<file path="src/rtl/pwrdn_seq_pkg.sv">
package pwrdn_seq_pkg;

    typedef enum logic [1:0] {
        SEQ_OFF    = 2'd0,
        SEQ_SETTLE = 2'd1,
        SEQ_RUN    = 2'd2,
        SEQ_DRAIN  = 2'd3
    } seq_state_e;

    typedef struct packed {
        seq_state_e state;
    } seq_regs_t;

endpackage

</file>
<file path="src/rtl/pds_sync.sv">
module pds_sync #(
    parameter int STAGES = 2
) (
    input  logic clk,
    input  logic rst_n,
    input  logic async_in,
    output logic sync_out
);
    logic [STAGES-1:0] chain_d, chain_q;

    always_comb begin
        chain_d = {chain_q[STAGES-2:0], async_in};
    end

    // Reset value 0: a request to power down is assumed until proven otherwise
    always_ff @(posedge clk or negedge rst_n) begin
        if (!rst_n) chain_q <= '0;
        else        chain_q <= chain_d;
    end

    assign sync_out = chain_q[STAGES-1];

endmodule

</file>
<file path="src/rtl/pds_gate.sv">
module pds_gate (
    input  logic clk,
    input  logic rst_n,
    input  logic lvl,
    input  logic want,
    output logic en
);
    logic en_d, en_q;

    // Gate state may only move while the clock it guards is low
    always_comb begin
        en_d = en_q;
        if (!lvl) en_d = want;
    end

    always_ff @(posedge clk or negedge rst_n) begin
        if (!rst_n) en_q <= 1'b0;
        else        en_q <= en_d;
    end

    assign en = en_q;

    AST_GATE_MOVES_LOW: assert property (@(posedge clk) disable iff (!rst_n)
        (en_q != $past(en_q)) |-> !$past(lvl));

endmodule

</file>
<file path="src/rtl/pds_settle_ctr.sv">
module pds_settle_ctr #(
    parameter int SETTLE_CYCLES = 43000
) (
    input  logic clk,
    input  logic rst_n,
    input  logic run,
    output logic done
);
    localparam int CW = (SETTLE_CYCLES > 2) ? $clog2(SETTLE_CYCLES) : 1;
    localparam logic [CW-1:0] LAST = CW'(SETTLE_CYCLES - 1);

    logic [CW-1:0] cnt_d, cnt_q;

    always_comb begin
        cnt_d = '0;
        if (run && cnt_q != LAST) cnt_d = cnt_q + 1'b1;
    end

    always_ff @(posedge clk or negedge rst_n) begin
        if (!rst_n) cnt_q <= '0;
        else        cnt_q <= cnt_d;
    end

    assign done = run && (cnt_q == LAST);

    AST_CNT_IN_RANGE: assert property (@(posedge clk) disable iff (!rst_n)
        cnt_q <= LAST);
    AST_CNT_CLEARS_IDLE: assert property (@(posedge clk) disable iff (!rst_n)
        !$past(run) |-> cnt_q == '0);

endmodule

</file>
<file path="src/rtl/pwrdn_seq.sv">
module pwrdn_seq
    import pwrdn_seq_pkg::*;
#(
    parameter int NGRP          = 2,
    parameter int SYNC_STAGES   = 2,
    parameter int SETTLE_CYCLES = 43000
) (
    input  logic            clk,
    input  logic            rst_n,
    input  logic            pwr_dn_n,
    input  logic [NGRP-1:0] clk_lvl,
    input  logic [NGRP-1:0] stop_n,
    output logic            osc_en,
    output logic [NGRP-1:0] gate_en,
    output logic            ref_en,
    output logic            pwr_good
);
    seq_regs_t r_d, r_q;
    logic      up_req;
    logic      settle_done;
    logic      running;
    logic      all_closed;

    pds_sync #(.STAGES(SYNC_STAGES)) u_sync (
        .clk      (clk),
        .rst_n    (rst_n),
        .async_in (pwr_dn_n),
        .sync_out (up_req)
    );

    pds_settle_ctr #(.SETTLE_CYCLES(SETTLE_CYCLES)) u_ctr (
        .clk   (clk),
        .rst_n (rst_n),
        .run   (r_q.state == SEQ_SETTLE),
        .done  (settle_done)
    );

    assign running = (r_q.state == SEQ_RUN);

    for (genvar g = 0; g < NGRP; g++) begin : g_grp
        pds_gate u_gate (
            .clk   (clk),
            .rst_n (rst_n),
            .lvl   (clk_lvl[g]),
            .want  (running && stop_n[g]),
            .en    (gate_en[g])
        );
    end

    assign all_closed = (gate_en == '0);

    always_comb begin
        r_d = r_q;
        unique case (r_q.state)
            SEQ_OFF:    if (up_req) r_d.state = SEQ_SETTLE;
            SEQ_SETTLE: begin
                if (!up_req)          r_d.state = SEQ_OFF;
                else if (settle_done) r_d.state = SEQ_RUN;
            end
            SEQ_RUN:    if (!up_req) r_d.state = SEQ_DRAIN;
            SEQ_DRAIN:  if (all_closed) r_d.state = SEQ_OFF;
            default:    r_d.state = SEQ_OFF;
        endcase
    end

    always_ff @(posedge clk or negedge rst_n) begin
        if (!rst_n) r_q <= '{state: SEQ_OFF};
        else        r_q <= r_d;
    end

    assign osc_en   = (r_q.state != SEQ_OFF);
    assign pwr_good = running;
    assign ref_en   = running;

    AST_OSC_OFF_CLOSED: assert property (@(posedge clk) disable iff (!rst_n)
        $fell(osc_en) |-> ($past(gate_en) == '0));
    AST_GOOD_NEEDS_OSC: assert property (@(posedge clk) disable iff (!rst_n)
        pwr_good |-> osc_en);
    AST_OPEN_AFTER_GOOD: assert property (@(posedge clk) disable iff (!rst_n)
        (|(gate_en & ~$past(gate_en))) |-> $past(pwr_good));
    AST_ABORT_TO_OFF: assert property (@(posedge clk) disable iff (!rst_n)
        ($past(osc_en) && !$past(pwr_good) && !$past(up_req) && $past(all_closed))
        |-> !pwr_good);

endmodule

</file>
<file path="config.mk">
export PLATFORM = sky130hd
export DESIGN_NAME = pwrdn_seq
export DESIGN_NICKNAME = d
export VERILOG_FILES = /design/src/rtl/pwrdn_seq_pkg.sv /design/src/rtl/pds_sync.sv /design/src/rtl/pds_gate.sv /design/src/rtl/pds_settle_ctr.sv /design/src/rtl/pwrdn_seq.sv
export SDC_FILE = /design/constraint.sdc
export NUM_CORES = 1
export LEC_CHECK = 0
export ABC_AREA = 1
export BUFFER_PORTS_ARGS = -buffer_cell sky130_fd_sc_hd__buf_2
export CORE_MARGIN = 5
export CORE_UTILIZATION = 44
export DETAILED_ROUTE_END_ITERATION = 8
export PLACE_DENSITY_LB_ADDON = 0.1
export SETUP_SLACK_MARGIN = 0.1
export SYNTH_ARGS = -nofsm -noshare
export SYNTH_HDL_FRONTEND = slang
export SYNTH_SLANG_ARGS = --single-unit
export TNS_END_PERCENT = 10
</file>
<file path="constraint.sdc">
create_clock -name clk -period 1.35 [get_ports clk]
set_input_delay 0.2025 -clock clk [delete_from_list [all_inputs] [get_ports clk]]
set_output_delay 0.2025 -clock clk [all_outputs]
set_load 0.01 [all_outputs]
</file>
==> results of run 1 <==
[final cells by class]
| class | instances | area share (%) |
|---|---|---|
| multi-input cells | 99 | 39.90 |
| flip-flops and latches | 22 | 35.06 |
| repair buffers | 32 | 15.02 |
| inverters | 18 | 4.293 |
| well taps | 30 | 2.385 |
| clock inverters | 1 | 1.908 |
| clock buffers | 3 | 1.431 |
[per-layer routing]
| metal | track usage [%] | vias up | routed length (µm) |
|---|---|---|---|
| met5 | 0 | - | 0 |
| met4 | 4.545 | 0 | 27 |
| met1 | 19.74 | 471 | 1145 |
| li1 | - | 519 | - |
| met2 | 25.15 | 23 | 1237 |
| met3 | 2.479 | 4 | 116 |
[flip-flops by register name, indices dropped and copies added (netlist names), named ones only]
signal,count
u_sync.chain_q,2
r_q,1
g_grp.u_gate.en,2
u_ctr.cnt_q,16
[cell usage in the layout (no fill, tap or decap), drive strengths merged, types with 3 or more instances in the layout]
master   n
buf     30
inv     18
nand3    6
clkbuf   3
nor3     5
o21ai    4
nand2   34
a21oi    4
dfrtp   22
nor2    27
nand4    7
[cell families after synthesis]
kind of cell / share of synthesized area, %
adders and majority gates: 1.050
xor gates and xnor gates: 2.206
AOI/OAI and AO/OA: 6.933
buffers and inverters: 8.823
and+or+nand+nor: 34.77
DFF: 46.22
[worst max-delay path, stage by stage, from the launching register on]
cell	delay, ps
dfrtp_1	420
ha_4	170
nand2_4	60
nor2_4	110
inv_2	60
nor2_4	80
nand4_1	90
or2_1	230
a21oi_2	110
[how the worst min path moves through the flow]
stage / start / endpoint / cells past startpoint
finish: clk_lvl[1] / g_grp[1].u_gate.en / 2
global route: clk_lvl[1] / g_grp[1].u_gate.en / 2
CTS: clk_lvl[1] / g_grp[1].u_gate.en / 2
detailed placement: rst_n / u_ctr.cnt_q[11] / 1
global placement: rst_n / u_ctr.cnt_q[11] / 1
floorplan: rst_n / asynchronous set/reset pin / 0
[timing repair]
item,CTS,global route
hold buffers,2,0
endpoints found under the hold margin,23,0
buffers inserted,1,4
pin swaps,11,5
setup endpoints to repair,20,21
gates resized for setup,18,11
[where the power goes]
group	total [mW]	internal [mW]	switching [mW]
logic	0.692	0.289	0.403
registers	0.829	0.734	0.0952
clock network	0.516	0.300	0.216
total	2.04	1.32	0.714
==> summary.md, run 1 <==
| Metric | Value |
|---|---|
| Register area | `551.8 µm²` |
| Global-route wire length before repair | `4271 µm` |
| Syn Area/Cell | `about 8.3 µm²` |
| CP endpoint kind | `flip-flop` |
| Clock slew at reported path FFs | `about 130 ps` |
| CTS Buf Count | `3` |
| Grt ovf | `0` |
| Multi-input gate area | `about 630 µm²` |
| Area Growth Syn to Fin | `32.14%` |
| Setup repair after global routing missed its margin | `true` |
| Fin. max-slew vios | `0` |
| Synth cell count leaders | `nand2_1, dfrtp_1, nor2_1` |
| Leak | `just over 0.7 nW` |
| FFs w/ async S/R, synth | `between 90% and 100%` |
| Seq cells post-synth | `22` |
| Reg-to-reg slack, setup | `-50 ps` |
| Max Freq | `0.7126 GHz` |
| Nets | `around 180` |
| EDFF count, synth | `0` |
| DR vias/cell | `4.961` |
| Cell Pwr Density | `between 1000 and 1500 mW/mm²` |
| H-tree depth | `1` |
| Post-route DRC | `0` |
| WP data arrival | `1660 ps` |
| Dominant cell by count in the synthesized netlist | `nand2_1` |
| Setup ws final | `-53.29 ps` |
| Core Area | `approximately 0.0025 mm²` |
| Gp weighted congestion | `0.8198` |
| Critical Path Start | `u_ctr.cnt_q[1]` |
| Initial Util | `47.22%` |
| Pre-CTS setup slack | `-71.49 ps` |
| CTS root buf | `clkbuf_4` |
| Syn_nets | `151` |
| Rel. slew slack | `approximately two thirds` |
| Startpoint Class | `flip-flop` |
| Failing checks | `negative setup slack` |
| Buffers on Ports | `11` |
| Post-synthesis sequential area ratio | `46.22%` |
| CP Class | `reg2reg` |
| Dpl hpwl | `between 1500 and 2000 µm` |
| Setup TNS | `-76.20 ps` |
| Clock buffer depth | `2` |
| Tcrit/Tclk final | `103.9%` |
| Final Non-Filler Cells | `approximately 210` |
| Yosys top cell area share | `a little under half` |
| Final WL | `roughly 2500 µm` |
| Worst r2r dst | `u_ctr.cnt_q[14]` |
| HP Class | `in2reg` |
| Filler instances | `229` |
| Worst path required time | `1600 ps` |
| Reg2reg path depth | `8` |
| Initial DRC Count | `34` |
| Max-Cap Viols | `0` |
| Final worst path period need | `~1400 ps` |
| # IOs | `12` |
| Largest net degree at the start of global routing | `23` |
| CTS tree | `yes` |
| Unique masters post-synth | `28` |
| Syn. warnings | `0` |
| Vias in the first global route | `between 900 and 1000` |
| Top post-synthesis cells by area | `dfrtp_1, nand2_1, nor2_1` |
| Post-Syn Area | `0.001191 mm²` |
| Overall via count from detail_route | `between 1000 and 1500` |
| Ant diodes | `0` |
| Critical-path maximum fanout | `3` |
| Reg2Reg Launch Point | `u_ctr.cnt_q[1]` |
| Die Wd | `approximately 62 µm` |
| Die ar. | `~0.0038 mm²` |
| Design area | `between 0.0015 and 0.002 mm²` |
| Post-DR wirelength/cell | `around 12 µm` |
| ANT nets after route | `0` |
| Clk_skew | `~0.60 ps` |
| Total power | `around 2 mW` |
| Initial antenna violation count | `0` |
| Pre-Repair DR Iteration Count | `4` |
| Placed Cells incl. Taps | `around 190` |
| Share of cells above drive strength 1 | `40.57%` |
| Final setup viols | `2` |
| Worst Hold Slack | `between 60 and 70 ps` |
| Hold Vio Cnt, Final | `0` |
| Rows | `18` |
| Leading area contributor after synthesis | `dfrtp_1` |
| Die height | `roughly 62 µm` |
| Post-synth top flop | `dfrtp_1` |
| Cells after Synth | `between 100 and 150` |
| Clk Latency, worst-skew pair | `between 300 and 400 ps` |
| Final core occ | `between 60% and 70%` |
| Worst-Margin Slew | `between 400 and 500 ps` |
| Worst VDD drop | `about 1300 µV` |
| Total track usage | `around 15%` |
| Critical Path End | `u_ctr.cnt_q[14]` |
| CTS Sinks | `22` |
| DP Area | `0.001354 mm²` |
| Status | `finished with violations` |
No activity file was read; power rests on OpenSTA's default activity.
==> run 2, diff against run 1 <==
--- a/config.mk
+++ b/config.mk
@@ -7,10 +7,12 @@
 export LEC_CHECK = 0
 export ABC_AREA = 1
 export BUFFER_PORTS_ARGS = -buffer_cell sky130_fd_sc_hd__buf_2
+export CAP_MARGIN = 30
 export CORE_MARGIN = 5
 export CORE_UTILIZATION = 44
 export DETAILED_ROUTE_END_ITERATION = 8
 export PLACE_DENSITY_LB_ADDON = 0.1
+export RECOVER_POWER = 100
 export SETUP_SLACK_MARGIN = 0.1
 export SYNTH_ARGS = -nofsm -noshare
 export SYNTH_HDL_FRONTEND = slang
==> summary.md, run 2 (synthesis gave the netlist of run 1 again) <==
| Metric | Value |
|---|---|
| Critical-path maximum fanout | `3 (unchanged)` |
| # IOs | `12 (unchanged)` |
| Rel. slew slack | `64.06% (was 67.61%)` |
| Worst VDD drop | `1269 µV (was 1278 µV)` |
| Largest register FFs | `16 (unchanged)` |
| Largest net degree at the start of global routing | `23 (unchanged)` |
| Area Growth Syn to Fin | `31.93% (was 32.14%)` |
| Filler instances | `231 (was 229)` |
| Total power | `2.028 mW (was 2.037 mW)` |
| Final setup viols | `4 (was 2)` |
| Vias in the first global route | `996 (unchanged)` |
| Most flops, register | `u_ctr.cnt_q (unchanged)` |
| CTS root buf | `clkbuf_4 (unchanged)` |
| Pre-Repair DR Iteration Count | `4 (unchanged)` |
| Grt ovf | `0 (unchanged)` |
| Most used cell, CP | `nor2_4 (unchanged)` |
| DP Area | `0.001354 mm² (unchanged)` |
| CTS Buf Count | `3 (unchanged)` |
| Max incr delay on CP | `420 ps (about the same)` |
| Setup ws final | `-53.21 ps (was -53.29 ps)` |
| Most frequent cells in the layout | `nand2_1, dfrtp_1, buf_4 (unchanged)` |
| Clock slew at reported path FFs | `130 ps (about the same)` |
| Status | `finished with violations (unchanged)` |
| Worst Hold Slack | `67.82 ps (was 68.79 ps)` |
| Initial Util | `47.22% (unchanged)` |
| Fin. max-slew vios | `0 (unchanged)` |
| Final worst path period need | `1403 ps (about the same)` |
| Core Area | `0.002522 mm² (unchanged)` |
| Worst-Margin Slew | `539.1 ps (was 485.9 ps)` |
| Rows | `18 (unchanged)` |
| Post-route DRC | `0 (unchanged)` |
| Global-route wire length before repair | `4271 µm (unchanged)` |
| Failing checks | `negative setup slack (unchanged)` |
| Clk_skew | `1.332 ps (was 0.6031 ps)` |
| Die height | `62.03 µm (unchanged)` |
| Ant diodes | `0 (unchanged)` |
| Die Wd | `62.03 µm (unchanged)` |
| Tcrit/Tclk final | `103.9% (about the same)` |
| Design area | `0.001572 mm² (was 0.001574 mm²)` |
| Die ar. | `0.003848 mm² (unchanged)` |
| ANT nets after route | `0 (unchanged)` |
| Clock buffer depth | `2 (unchanged)` |
| Max Freq | `0.7127 GHz (was 0.7126 GHz)` |
| Setup TNS | `-89.19 ps (was -76.20 ps)` |
| Critical path, cell by cell | `ha_4 > nand2_4 > nor2_4 > inv_2 > nor2_4 > nand4_1 > or2_1 > a21oi_2 (unchanged)` |
| Commonest non-fill, non-tap cell in the layout | `nand2_1 (unchanged)` |
| Slowest CP cell | `dfrtp_1 (unchanged)` |
| WP data arrival | `1660 ps (about the same)` |
| Initial antenna violation count | `0 (unchanged)` |
| Buffers on Ports | `11 (unchanged)` |
| Post-DR wirelength/cell | `12.23 µm (was 12.32 µm)` |
| Setup repair after global routing missed its margin | `true (unchanged)` |
| H-tree depth | `1 (unchanged)` |
| Initial DRC Count | `46 (was 34)` |
| Share of cells above drive strength 1 | `38.86% (was 40.57%)` |
| Gp weighted congestion | `0.8198 (unchanged)` |
| Final WL | `2507 µm (was 2526 µm)` |
| CTS Sinks | `22 (unchanged)` |
| Pre-CTS setup slack | `-71.49 ps (unchanged)` |
| Reg2reg path depth | `8 (unchanged)` |
| Max-Cap Viols | `0 (unchanged)` |
| Overall via count from detail_route | `1008 (was 1017)` |
| Nets | `184 (unchanged)` |
| DR vias/cell | `4.917 (was 4.961)` |
| CTS tree | `yes (unchanged)` |
| CP endpoint kind | `flip-flop (unchanged)` |
| Worst path required time | `1610 ps (was 1600 ps)` |
| Startpoint Class | `flip-flop (unchanged)` |
| Hold Vio Cnt, Final | `0 (unchanged)` |
| Worst hold path depth | `2 (unchanged)` |
| Total track usage | `15.00% (unchanged)` |
| Dpl hpwl | `1875 µm (unchanged)` |
| CP Class | `reg2reg (unchanged)` |
| Cell Pwr Density | `1290 mW/mm² (was 1294 mW/mm²)` |
| Leak | `0.7160 nW (was 0.7236 nW)` |
| HP Class | `in2reg (unchanged)` |
| Clk Latency, worst-skew pair | `310 ps (about the same)` |
[run 2: cell types whose count changed in the layout (fill, tap and decap cells not counted)]
| cell | before | now |
|---|---|---|
| inv_1 | 12 | 13 |
| buf_2 | 8 | 5 |
| inv_2 | 6 | 5 |
| clkbuf_2 | 0 | 1 |
| clkbuf_1 | 0 | 2 |
[run 2: layout make-up]
type	count	area, µm²	area share (%)
multi-input cells	99	628.1	39.97
flip-flops and latches	22	551.8	35.11
repair buffers	32	234.0	14.89
inverters	18	67.56	4.299
well taps	30	37.54	2.389
clock inverters	1	30.03	1.911
clock buffers	3	22.52	1.433
[run 2: timing repair]
item	CTS	global route
resized for setup	18	11
hold buffers	2	0
buffers inserted	1	4
hold endpoints to repair	23	0
endpoints found under the setup margin	20	21
pin swaps	11	5
[run 2: worst max-delay path: cells and delay by family, from the launching register on]
kind | cells | cell delay [ps]
adders and majority gates | 1 | 170
buffers and inverters | 1 | 60
and+or+nand+nor | 5 | 570
DFF | 1 | 420
AOI/OAI and AO/OA | 1 | 110
[run 2: power breakdown]
part,internal (mW),switching (mW)
Combinational,0.285,0.399
Clock,0.300,0.216
Sequential,0.734,0.0936
Total,1.32,0.709
[run 2: through the flow]
step	cells	util (%)
2_1_floorplan	143	-
3_3_place_gp	194	53.67
3_5_place_dp	194	53.67
4_1_cts	201	59.08
5_1_grt	205	62.30
6_report	205	62.30
[run 2: path summary, 6_finish.rpt]
kind	from	to	slack [ps]
max in group asynchronous	rst_n	r_q[0]	580
worst min register to register	u_sync.chain_q[0]	u_sync.chain_q[1]	370
min in group asynchronous	rst_n	u_ctr.cnt_q[15]	380
worst max register to register	u_ctr.cnt_q[1]	u_ctr.cnt_q[14]	-50
worst min-delay path	clk_lvl[1]	g_grp[1].u_gate.en	70
worst max-delay path	u_ctr.cnt_q[1]	u_ctr.cnt_q[14]	-50
[run 2: per-layer routing]
| metal | vias to the layer above | GRT usage (%) | share of wire (%) |
|---|---|---|---|
| met3 | 4 | 2.479 | 4.0 |
| met2 | 17 | 25.15 | 49 |
| met4 | 0 | 4.545 | 1.1 |
| met5 | - | 0 | 0 |
| li1 | 519 | - | - |
| met1 | 468 | 19.74 | 46 |
